--- config.mk ---
export PLATFORM = sky130hd
export DESIGN_NAME = aes_byte_sequencer
export DESIGN_NICKNAME = d
export VERILOG_FILES = /design/src/rtl/aes_seq_pkg.sv /design/src/rtl/seq_onehot_enc.sv /design/src/rtl/seq_step_ctr.sv /design/src/rtl/seq_addr_map.sv /design/src/rtl/aes_byte_sequencer.sv
export SDC_FILE = /design/constraint.sdc
export NUM_CORES = 1
export LEC_CHECK = 0
export BUFFER_PORTS_ARGS = -buffer_cell sky130_fd_sc_hd__buf_2
export CORE_MARGIN = 8
export CORE_UTILIZATION = 38
export CTS_CLUSTER_SIZE = 12
export DETAILED_ROUTE_END_ITERATION = 7
export MAX_ROUTING_LAYER = met4
export PLACE_DENSITY = 0.56
export SKIP_LAST_GASP = 1
export SYNTH_ARGS = -nofsm -noshare
export SYNTH_HDL_FRONTEND = slang
export SYNTH_SLANG_ARGS = --single-unit
--- constraint.sdc ---
create_clock -name clk -period 5 [get_ports clk]
set_input_delay 0.25 -clock clk [delete_from_list [all_inputs] [get_ports clk]]
set_output_delay 0.25 -clock clk [all_outputs]
set_load 0.02 [all_outputs]
--- src/rtl/aes_seq_pkg.sv ---
package aes_seq_pkg;

    localparam int NPH = 13;

    typedef enum logic [3:0] {
        OP_IDLE  = 4'd0,
        OP_RDS   = 4'd1,
        OP_RDK   = 4'd2,
        OP_CFGX1 = 4'd3,
        OP_ARK   = 4'd4,
        OP_CFGS  = 4'd5,
        OP_SUBW  = 4'd6,
        OP_SUBB  = 4'd7,
        OP_CFGM  = 4'd8,
        OP_MIX   = 4'd9,
        OP_CFGX2 = 4'd10,
        OP_CALC  = 4'd11,
        OP_WR    = 4'd12
    } op_e;

    typedef enum logic [1:0] {
        FN_NONE = 2'd0,
        FN_SBOX = 2'd1,
        FN_MIX  = 2'd2,
        FN_XOR  = 2'd3
    } fn_e;

    function automatic logic [7:0] gf_dbl(input logic [7:0] b);
        return {b[6:0], 1'b0} ^ (b[7] ? 8'h1b : 8'h00);
    endfunction

    function automatic logic [7:0] rcon_of(input logic [3:0] r);
        logic [7:0] v;
        v = 8'h01;
        for (int i = 2; i < 16; i++) begin
            if (i <= int'(r)) v = gf_dbl(v);
        end
        return (r == 4'd0) ? 8'h00 : v;
    endfunction

    function automatic logic is_wait(input logic [3:0] o);
        return (o == OP_CFGX1) || (o == OP_CFGS) || (o == OP_CFGM) || (o == OP_CFGX2);
    endfunction

    function automatic fn_e fn_of(input logic [3:0] o);
        case (o)
            OP_CFGX1, OP_CFGX2: return FN_XOR;
            OP_CFGS:            return FN_SBOX;
            OP_CFGM:            return FN_MIX;
            default:            return FN_NONE;
        endcase
    endfunction

endpackage

--- src/rtl/seq_onehot_enc.sv ---
module seq_onehot_enc #(
    parameter int N = 13,
    parameter int W = 4
) (
    input  logic [N-1:0] onehot,
    output logic [W-1:0] idx
);
    always_comb begin
        idx = '0;
        for (int i = 0; i < N; i++) begin
            if (onehot[i]) idx = idx | W'(i);
        end
    end
endmodule

--- src/rtl/seq_step_ctr.sv ---
module seq_step_ctr #(
    parameter int W = 4
) (
    input  logic         clk,
    input  logic         rst,
    input  logic         clr,
    input  logic         en,
    output logic [W-1:0] cnt
);
    always_ff @(posedge clk) begin
        if (rst || clr) cnt <= '0;
        else if (en)    cnt <= cnt + W'(1);
    end
endmodule

--- src/rtl/seq_addr_map.sv ---
module seq_addr_map
    import aes_seq_pkg::*;
#(
    parameter int IW = 4
) (
    input  logic [3:0]    op,
    input  logic [IW-1:0] step,
    output logic [IW-1:0] src,
    output logic [IW-1:0] dst
);
    localparam int CW = IW - 2;

    logic [1:0]    row;
    logic [CW-1:0] col;
    logic [CW-1:0] shcol;

    assign row   = step[1:0];
    assign col   = step[IW-1:2];
    assign shcol = col - CW'(row);

    always_comb begin
        src = '0;
        dst = '0;
        case (op)
            OP_RDS, OP_RDK, OP_ARK, OP_MIX, OP_CALC, OP_WR: begin
                src = step;
                dst = step;
            end
            OP_SUBB: begin
                src = step;
                dst = {shcol, row};
            end
            OP_SUBW: begin
                src = {{CW{1'b1}}, row + 2'd1};
                dst = step;
            end
            default: ;
        endcase
    end
endmodule

--- src/rtl/aes_byte_sequencer.sv ---
module aes_byte_sequencer
    import aes_seq_pkg::*;
#(
    parameter int NR     = 10,
    parameter int NBYTES = 16,
    parameter int WBYTES = 4,
    localparam int IW    = $clog2(NBYTES),
    localparam int RW    = $clog2(NR + 1)
) (
    input  logic          clk,
    input  logic          rst,
    input  logic          start,
    input  logic          cfg_done,
    output logic          busy,
    output logic          done,
    output logic          fn_req,
    output logic [1:0]    fn_sel,
    output logic [3:0]    op,
    output logic [IW-1:0] src_idx,
    output logic [IW-1:0] dst_idx,
    output logic [RW-1:0] round,
    output logic [7:0]    rcon
);
    localparam logic [RW-1:0] LAST_RND = RW'(NR);

    logic [NPH-1:0] phase_q, phase_d;
    logic [3:0]     op_cur;
    logic [IW-1:0]  step;
    logic           step_last, step_en;
    fn_e            loaded_q;
    logic [RW-1:0]  round_q;
    logic           done_q;

    function automatic logic [NPH-1:0] oh(input op_e p);
        return NPH'(1) << p;
    endfunction

    function automatic logic [NPH-1:0] go_fn(input fn_e have, input fn_e want,
                                             input op_e wait_p, input op_e work_p);
        return (have == want) ? oh(work_p) : oh(wait_p);
    endfunction

    seq_onehot_enc #(.N(NPH), .W(4)) u_enc (
        .onehot (phase_q),
        .idx    (op_cur)
    );

    assign step_en   = (op_cur != OP_IDLE) && !is_wait(op_cur);
    assign step_last = (op_cur == OP_SUBW) ? (step == IW'(WBYTES - 1))
                                           : (step == IW'(NBYTES - 1));

    seq_step_ctr #(.W(IW)) u_step (
        .clk (clk),
        .rst (rst),
        .clr (phase_d != phase_q),
        .en  (step_en),
        .cnt (step)
    );

    seq_addr_map #(.IW(IW)) u_map (
        .op   (op_cur),
        .step (step),
        .src  (src_idx),
        .dst  (dst_idx)
    );

    always_comb begin
        phase_d = phase_q;
        case (op_cur)
            OP_IDLE:  if (start)     phase_d = oh(OP_RDS);
            OP_RDS:   if (step_last) phase_d = oh(OP_RDK);
            OP_RDK:   if (step_last) phase_d = go_fn(loaded_q, FN_XOR, OP_CFGX1, OP_ARK);
            OP_CFGX1: if (cfg_done)  phase_d = oh(OP_ARK);
            OP_ARK:   if (step_last) phase_d = (round_q == LAST_RND) ? oh(OP_WR)
                                     : go_fn(loaded_q, FN_SBOX, OP_CFGS, OP_SUBW);
            OP_CFGS:  if (cfg_done)  phase_d = oh(OP_SUBW);
            OP_SUBW:  if (step_last) phase_d = oh(OP_SUBB);
            OP_SUBB:  if (step_last) phase_d = (round_q == LAST_RND)
                                     ? go_fn(loaded_q, FN_XOR, OP_CFGX2, OP_CALC)
                                     : go_fn(loaded_q, FN_MIX, OP_CFGM, OP_MIX);
            OP_CFGM:  if (cfg_done)  phase_d = oh(OP_MIX);
            OP_MIX:   if (step_last) phase_d = go_fn(loaded_q, FN_XOR, OP_CFGX2, OP_CALC);
            OP_CFGX2: if (cfg_done)  phase_d = oh(OP_CALC);
            OP_CALC:  if (step_last) phase_d = oh(OP_ARK);
            OP_WR:    if (step_last) phase_d = oh(OP_IDLE);
            default:                 phase_d = oh(OP_IDLE);
        endcase
    end

    always_ff @(posedge clk) begin
        if (rst) begin
            phase_q  <= oh(OP_IDLE);
            loaded_q <= FN_NONE;
            round_q  <= '0;
            done_q   <= 1'b0;
        end else begin
            phase_q <= phase_d;
            done_q  <= (op_cur == OP_WR) && step_last;
            if (is_wait(op_cur) && cfg_done) loaded_q <= fn_of(op_cur);
            if (op_cur == OP_IDLE && start)
                round_q <= '0;
            else if (op_cur == OP_ARK && step_last && round_q != LAST_RND)
                round_q <= round_q + RW'(1);
        end
    end

    assign op     = op_cur;
    assign busy   = (op_cur != OP_IDLE);
    assign done   = done_q;
    assign fn_req = is_wait(op_cur);
    assign fn_sel = fn_of(op_cur);
    assign round  = round_q;
    assign rcon   = (op_cur == OP_CALC) ? rcon_of(4'(round_q)) : 8'h00;


    phase_onehot_chk: assert property (@(posedge clk) disable iff (rst)
        $countones(phase_q) == 1);


    wait_hold_chk: assert property (@(posedge clk) disable iff (rst)
        fn_req && !cfg_done |=> fn_req && $stable(fn_sel));


    wait_leave_chk: assert property (@(posedge clk) disable iff (rst)
        fn_req && cfg_done |=> !fn_req);


    skip_loaded_chk: assert property (@(posedge clk) disable iff (rst)
        $rose(fn_req) |-> fn_sel != loaded_q);


    done_single_chk: assert property (@(posedge clk) disable iff (rst)
        done |=> !done);


    done_after_wr_chk: assert property (@(posedge clk) disable iff (rst)
        done |-> $past(op) == OP_WR && !busy);


    round_range_chk: assert property (@(posedge clk) disable iff (rst)
        round <= LAST_RND);
endmodule

==> impl_metrics.tcl, run 1 <==
set metrics [dict create \
    clk_pin_slew_ns 0.10 \
    initial_core_util_pct 38.4 \
    cp-startpoint "phase_q[10]" \
    grt_use_total_pct 17.9 \
    finalSetupViolations 0 \
    numCtsBuffers 3 \
    worst_slew_pin_slew_ns 0.788 \
    ys.flop_type "dfxtp_1" \
    p_per_area_nw_per_um2 224 \
    netlist_area_sq_um 2400 \
    slew_headroom_pct 47.0 \
    arrival_ns 3.67 \
    cts_buffer_depth 2 \
    total_power_mw 0.580 \
    crit_type "reg -> reg" \
    async_flop_share_pct 0 \
    gp_routability_congestion 0.990 \
    final_nets 360 \
    hold_buffers 0 \
    p_leak_nw 0.999 \
    drt_wl_total_microns 7930 \
    drc 0 \
    hpwl_microns 5870 \
    seq_area_sq_um 480 \
    reg2reg_depth 9 \
    hold_viol 0 \
    ios 33 \
    crit_end "round[3]" \
    grt_start_max_net_pins 24 \
    yosys_warnings 0 \
    clock_sinks 24 \
    num_antenna_cells 0 \
    areaGrowthSynthToFinish_pct 7.82 \
    slew_viol_final 0 \
    synth.most_common_cell "nor2_1" \
    drtAntennaViolNets 0 \
    worstPathMaxFanout 18 \
    r2r_start "phase_q[10]" \
    cts_setup_buffers 0 \
    die_area_sq_um 9110 \
    vias 2627 \
    htreeDepth 1 \
    cts_tree "built" \
    vias_per_cell 6.17 \
    core-area_sq_um 6240 \
    drt_iter0_markers 358 \
    ir_drop_mv 0.116 \
    reg2reg_to "round[3]" \
    port-buffer-count 32 \
    clk_latency_ns 0.28 \
    ys_top_cells_by_count "nor2_1 (43), nand2_1 (39), dfxtp_1 (24), o21ai_0 (24), a21oi_1 (20)" \
    crit_path_start_kind "register" \
    outcome "finished clean" \
    endpoint_kind "register" \
    ff2ff_setup_slack_ns 1.50 \
    grt_pass1_wl_microns 12800 \
    ys_seq_area_share_pct 20.0 \
    fin_skew_ns 0.00635 \
    synth_largest_area_cell "dfxtp_1" \
    post_cts_resized 0 \
    chipWidth_microns 95.4 \
    worstHoldPathType "in -> reg" \
    drv_cap 0 \
    syn_inst 336 \
    synth_cell_types 70 \
    period_minus_slack_ns 3.50 \
    synth_edf_count 0 \
    fill_cells 662 \
    drive_gt1_share_pct 18.1 \
    multi_input_area_sq_um 1740 \
    synth-seq-cells 24 \
    drt_pass1_iterations 6 \
    yosysTopAreaCellShare_pct 20.0 \
    synthTopCellsByArea "dfxtp_1 (20%), nor2_1 (6.7%), nand2_1 (6.1%)" \
    root_buffer "clkbuf_8" \
    syn_avg_cell_area_sq_um 7.14 \
    first_global_vias 2446 \
    wl_per_cell_microns 18.6 \
    globalRouteOverflowTotal 0 \
    max_freq_mhz 286 \
    antenna_found_initial 0 \
    die_y_microns 95.4 \
    rsz0062_at_grt "no" \
    crit_required_ns 5.17 \
    syn_nets 346 \
    final.period_utilization_pct 70.0 \
    fin_tns_setup_ns 0 \
    fp-row-count 29 \
]
## metal layers
metal / vias up / wire (microns) / part of all wire, % / GRT usage (%)
met2: 146 / 3540 / 45 / 28.4
met4: 0 / 249 / 3.1 / 6.91
li1: 1262 / - / - / -
met1: 1193 / 3520 / 44 / 22.8
met3: 26 / 622 / 7.8 / 1.89
met5: - / 0 / 0 / -
## registers in the layout, summed over array words and instances (netlist names)
name	cells
done	1
u_step.cnt	4
loaded_q	2
phase_q	13
round	4
## cell families after synthesis
| logic type | Yosys count | share of synthesized area, % |
|---|---|---|
| simple gates | 159 | 33.8 |
| compound gates | 96 | 28.5 |
| buf+inv | 34 | 7.56 |
| flops | 24 | 20.0 |
| xor+xnor | 10 | 3.65 |
| fa+ha+maj | 7 | 3.55 |
| mux | 6 | 2.92 |
## critical path, cell delays in order, from the launching register on
cell     delay [ns]
dfxtp_1        0.39
nor2_1         0.43
and2_1         0.70
inv_2          0.27
nor2_1         0.47
nand3_1        0.18
nor2_1         0.52
nand4_1        0.19
xnor2_1        0.17
nor2_1         0.05
## worst min path at each step
stage / from / to / slack [ns] / cells past startpoint
2_1_floorplan: phase_q[0] / phase_q[0] / 0.45 / 1
3_3_place_gp: phase_q[0] / phase_q[0] / 0.47 / 1
3_5_place_dp: phase_q[0] / phase_q[0] / 0.48 / 1
4_1_cts: rst / phase_q[5] / 0.36 / 2
5_1_grt: rst / phase_q[2] / 0.38 / 2
6_report: rst / phase_q[2] / 0.37 / 2
## power breakdown
group / internal [mW] / switching [mW] / total (mW)
registers: 0.198 / 0.0116 / 0.210
clock network: 0.107 / 0.0712 / 0.178
logic: 0.0570 / 0.134 / 0.191
total: 0.362 / 0.217 / 0.580
## layout by cell type (no fill, tap or decap), types with 5 or more instances in the layout
cell     instances
nand4_1          6
nand2_1         39
xnor2_1          5
nor3_1          19
dfxtp_1         24
inv_1            6
and2_1           5
xor2_1           5
a21oi_1         20
buf_2           32
nand3_1         15
o21ai_0         24
nor2_1          43
ha_1             6
nor4_1           8
a31oi_1          7
## layout make-up
| cell class | count | share of cell area (%) |
|---|---|---|
| Clock buffer | 3 | 1.60 |
| Clock inverter | 1 | 1.16 |
| Inverter | 11 | 1.60 |
| Multi-Input combinational cell | 278 | 67.2 |
| Sequential cell | 24 | 18.6 |
| Tap cell | 77 | 3.73 |
| Timing Repair Buffer | 32 | 6.19 |
## metrics by stage
step	hold WS (ns)	cells	utilization [%]	cell area, sq um	setup WS, ns
floorplan	0.453	336	-	2400	2.08
global placement	0.473	422	40.3	2510	1.54
detailed placement	0.476	422	40.3	2510	1.63
CTS	0.360	426	41.4	2590	1.60
global route	0.381	426	41.4	2590	1.23
finish	0.366	426	41.4	2590	1.50
(Power assumes the default switching activity.)
==> run 2: changes to the inputs <==
- ABC_AREA: not set -> 1
- PLACE_DENSITY: 0.56 -> 0.58
- clock period: 5 -> 3 ns (I/O delays scaled with it)
==> impl_metrics.tcl, run 2 <==
set metrics [dict create \
    outcome "finished clean" \
    grtUsageMet1_pct 19.3 \
    reg_top3 "phase_q (12), round (4), u_step.cnt (4)" \
    final_nets 410 \
    largest_register_ffs 12 \
    wl_per_cell_microns 12.9 \
    htreeDepth 1 \
    fp-row-count 27 \
    hpwl_microns 4990 \
    synth-seq-cells 23 \
    max_freq_mhz 385 \
    drt_iter0_markers 69 \
    place_inst 467 \
    endpoint_kind "output pin" \
    grt_start_max_net_pins 19 \
    worst_slew_pin_slew_ns 0.587 \
    async_flop_share_pct 0 \
    vias 2372 \
    total_power_mw 0.621 \
    worstHoldPathType "in -> reg" \
    clk_pin_slew_ns 0.09 \
    grt_use_total_pct 15.2 \
    drtAntennaViolNets 0 \
    drt_pass1_iterations 4 \
    worstPathMaxFanout 7 \
    syn_avg_cell_area_sq_um 5.93 \
    grt_pass1_wl_microns 10400 \
    clock_sinks 23 \
    cts_setup_buffers 0 \
    initial_core_util_pct 39.4 \
    hold_buffers 0 \
    gp_routability_congestion 0.963 \
    drive_gt1_share_pct 16.8 \
    fin_skew_ns 0.00330 \
    num_antenna_cells 0 \
    port-buffer-count 32 \
    core-area_sq_um 5510 \
    final_cell_area_sq_um 2450 \
    drv_cap 0 \
    final_common_cell "nand2_1" \
    arrival_ns 2.45 \
    first_global_vias 2249 \
    finalNonFillerCells 471 \
    fin_tns_setup_ns 0 \
    ir_drop_mv 0.165 \
    period_minus_slack_ns 2.60 \
    dp_worst_setup_slack_ns 0.616 \
    synthTopCellsByArea "dfxtp_1 (21%), nand2_1 (15%), inv_1 (9.7%)" \
    p_leak_nw 1.25 \
    min_path_cells 3 \
    yosys_warnings 0 \
    p_per_area_nw_per_um2 253 \
    cts_tree "built" \
    busiest_layer "met2" \
    hold_ws_ns 0.204 \
    post_cts_resized 0 \
    vias_per_cell 5.04 \
    cp-startpoint "round[0]" \
    rsz0062_at_grt "no" \
    ys_top_cells_by_count "nand2_1 (84), inv_1 (56), nor2_1 (55)" \
    final.period_utilization_pct 86.6 \
    grt_util_met3_pct 2.14 \
    yosysTopAreaCellShare_pct 21.2 \
    layout_common_cells "nand2_1 (84), inv_1 (56), nor2_1 (54)" \
    hold_viol 0 \
    fin_util_pct 44.5 \
    crit_path_start_kind "register" \
    root_buffer "clkbuf_8" \
    syn_inst 366 \
    numCtsBuffers 3 \
    die_area_sq_um 8390 \
    crit_type "reg -> out" \
    top_register "phase_q" \
    clk_latency_ns 0.27 \
    syn_nets 376 \
    drc 0 \
    grt.met2_usage_pct 24.7 \
    areaGrowthSynthToFinish_pct 12.9 \
    slew_headroom_pct 60.5 \
    ys_seq_area_share_pct 21.2 \
    chipWidth_microns 91.6 \
    antenna_found_initial 0 \
    worst_hold_startpoint "cfg_done" \
    finalSetupViolations 0 \
    die_y_microns 91.6 \
    synth_edf_count 0 \
    r2r_start "u_step.cnt[1]" \
    placed_cell_area_sq_um 2400 \
    cts_buffer_depth 2 \
    synth_cell_types 34 \
    ios 33 \
    netlist_area_sq_um 2170 \
    slew_viol_final 0 \
    drt_wl_total_microns 6070 \
    crit_required_ns 2.85 \
    fin_ws_ns 0.402 \
    globalRouteOverflowTotal 0 \
    reg2reg_depth 7 \
    ys.flop_type "dfxtp_1" \
    synth_largest_area_cell "dfxtp_1" \
    synth.most_common_cell "nand2_1" \
]
-- run 2: worst paths after layout --
| path | to | slack [ns] |
|---|---|---|
| min | loaded_q[1] | 0.20 |
| min reg2reg | phase_q[8] | 0.47 |
| max reg2reg | round[2] | 0.87 |
| max | rcon[2] | 0.40 |
-- run 2: report_power, final --
part           leakage (nW)  switching [mW]  internal [mW]  total [mW]
logic                  1.04          0.0759         0.0305       0.106
clock network        0.0255           0.107         0.0929       0.200
registers             0.186         0.00519          0.309       0.314
-- run 2: critical path, stage by stage (launching register included) --
cell and delay, ns:
dfxtp_1 0.44, inv_1 0.11, ha_1 0.23, nor2_2 0.20, o21ai_0 0.14, nand2_1 0.18
nand2_1 0.09, nand2_1 0.11, o21ai_0 0.10, nand2_1 0.08, nand2_1 0.05, nand2_1 0.07
o21ai_0 0.10, nor2_1 0.10, buf_2 0.17
-- run 2: logic make-up (layout without fill, tap and decap cells) --
family	Yosys count	count (layout)	share of synthesized area (%)
XOR/XNOR	3	3	1.21
AO/OA/AOI/OAI	58	58	14.4
buffers and inverters	61	94	11.0
AND/OR/NAND/NOR	215	215	48.8
adder cells (fa/ha/maj)	6	6	3.46
flip-flops	23	23	21.2
-- run 2: layout make-up --
class,instances,area (sq um)
clock buffers,3,41.3
clock inverters,1,5.00
fillers,607,3060
inverters,58,218
multi-input cells,282,1480
flip-flops and latches,23,460
well taps,72,90.1
repair buffers,32,160
-- run 2: metal layers --
metal  vias up  wire length [microns]
met1      1069                   2980
met3         8                    162
met2        40                   2850
met5         -                      0
li1       1255                      -
met4         0                     71
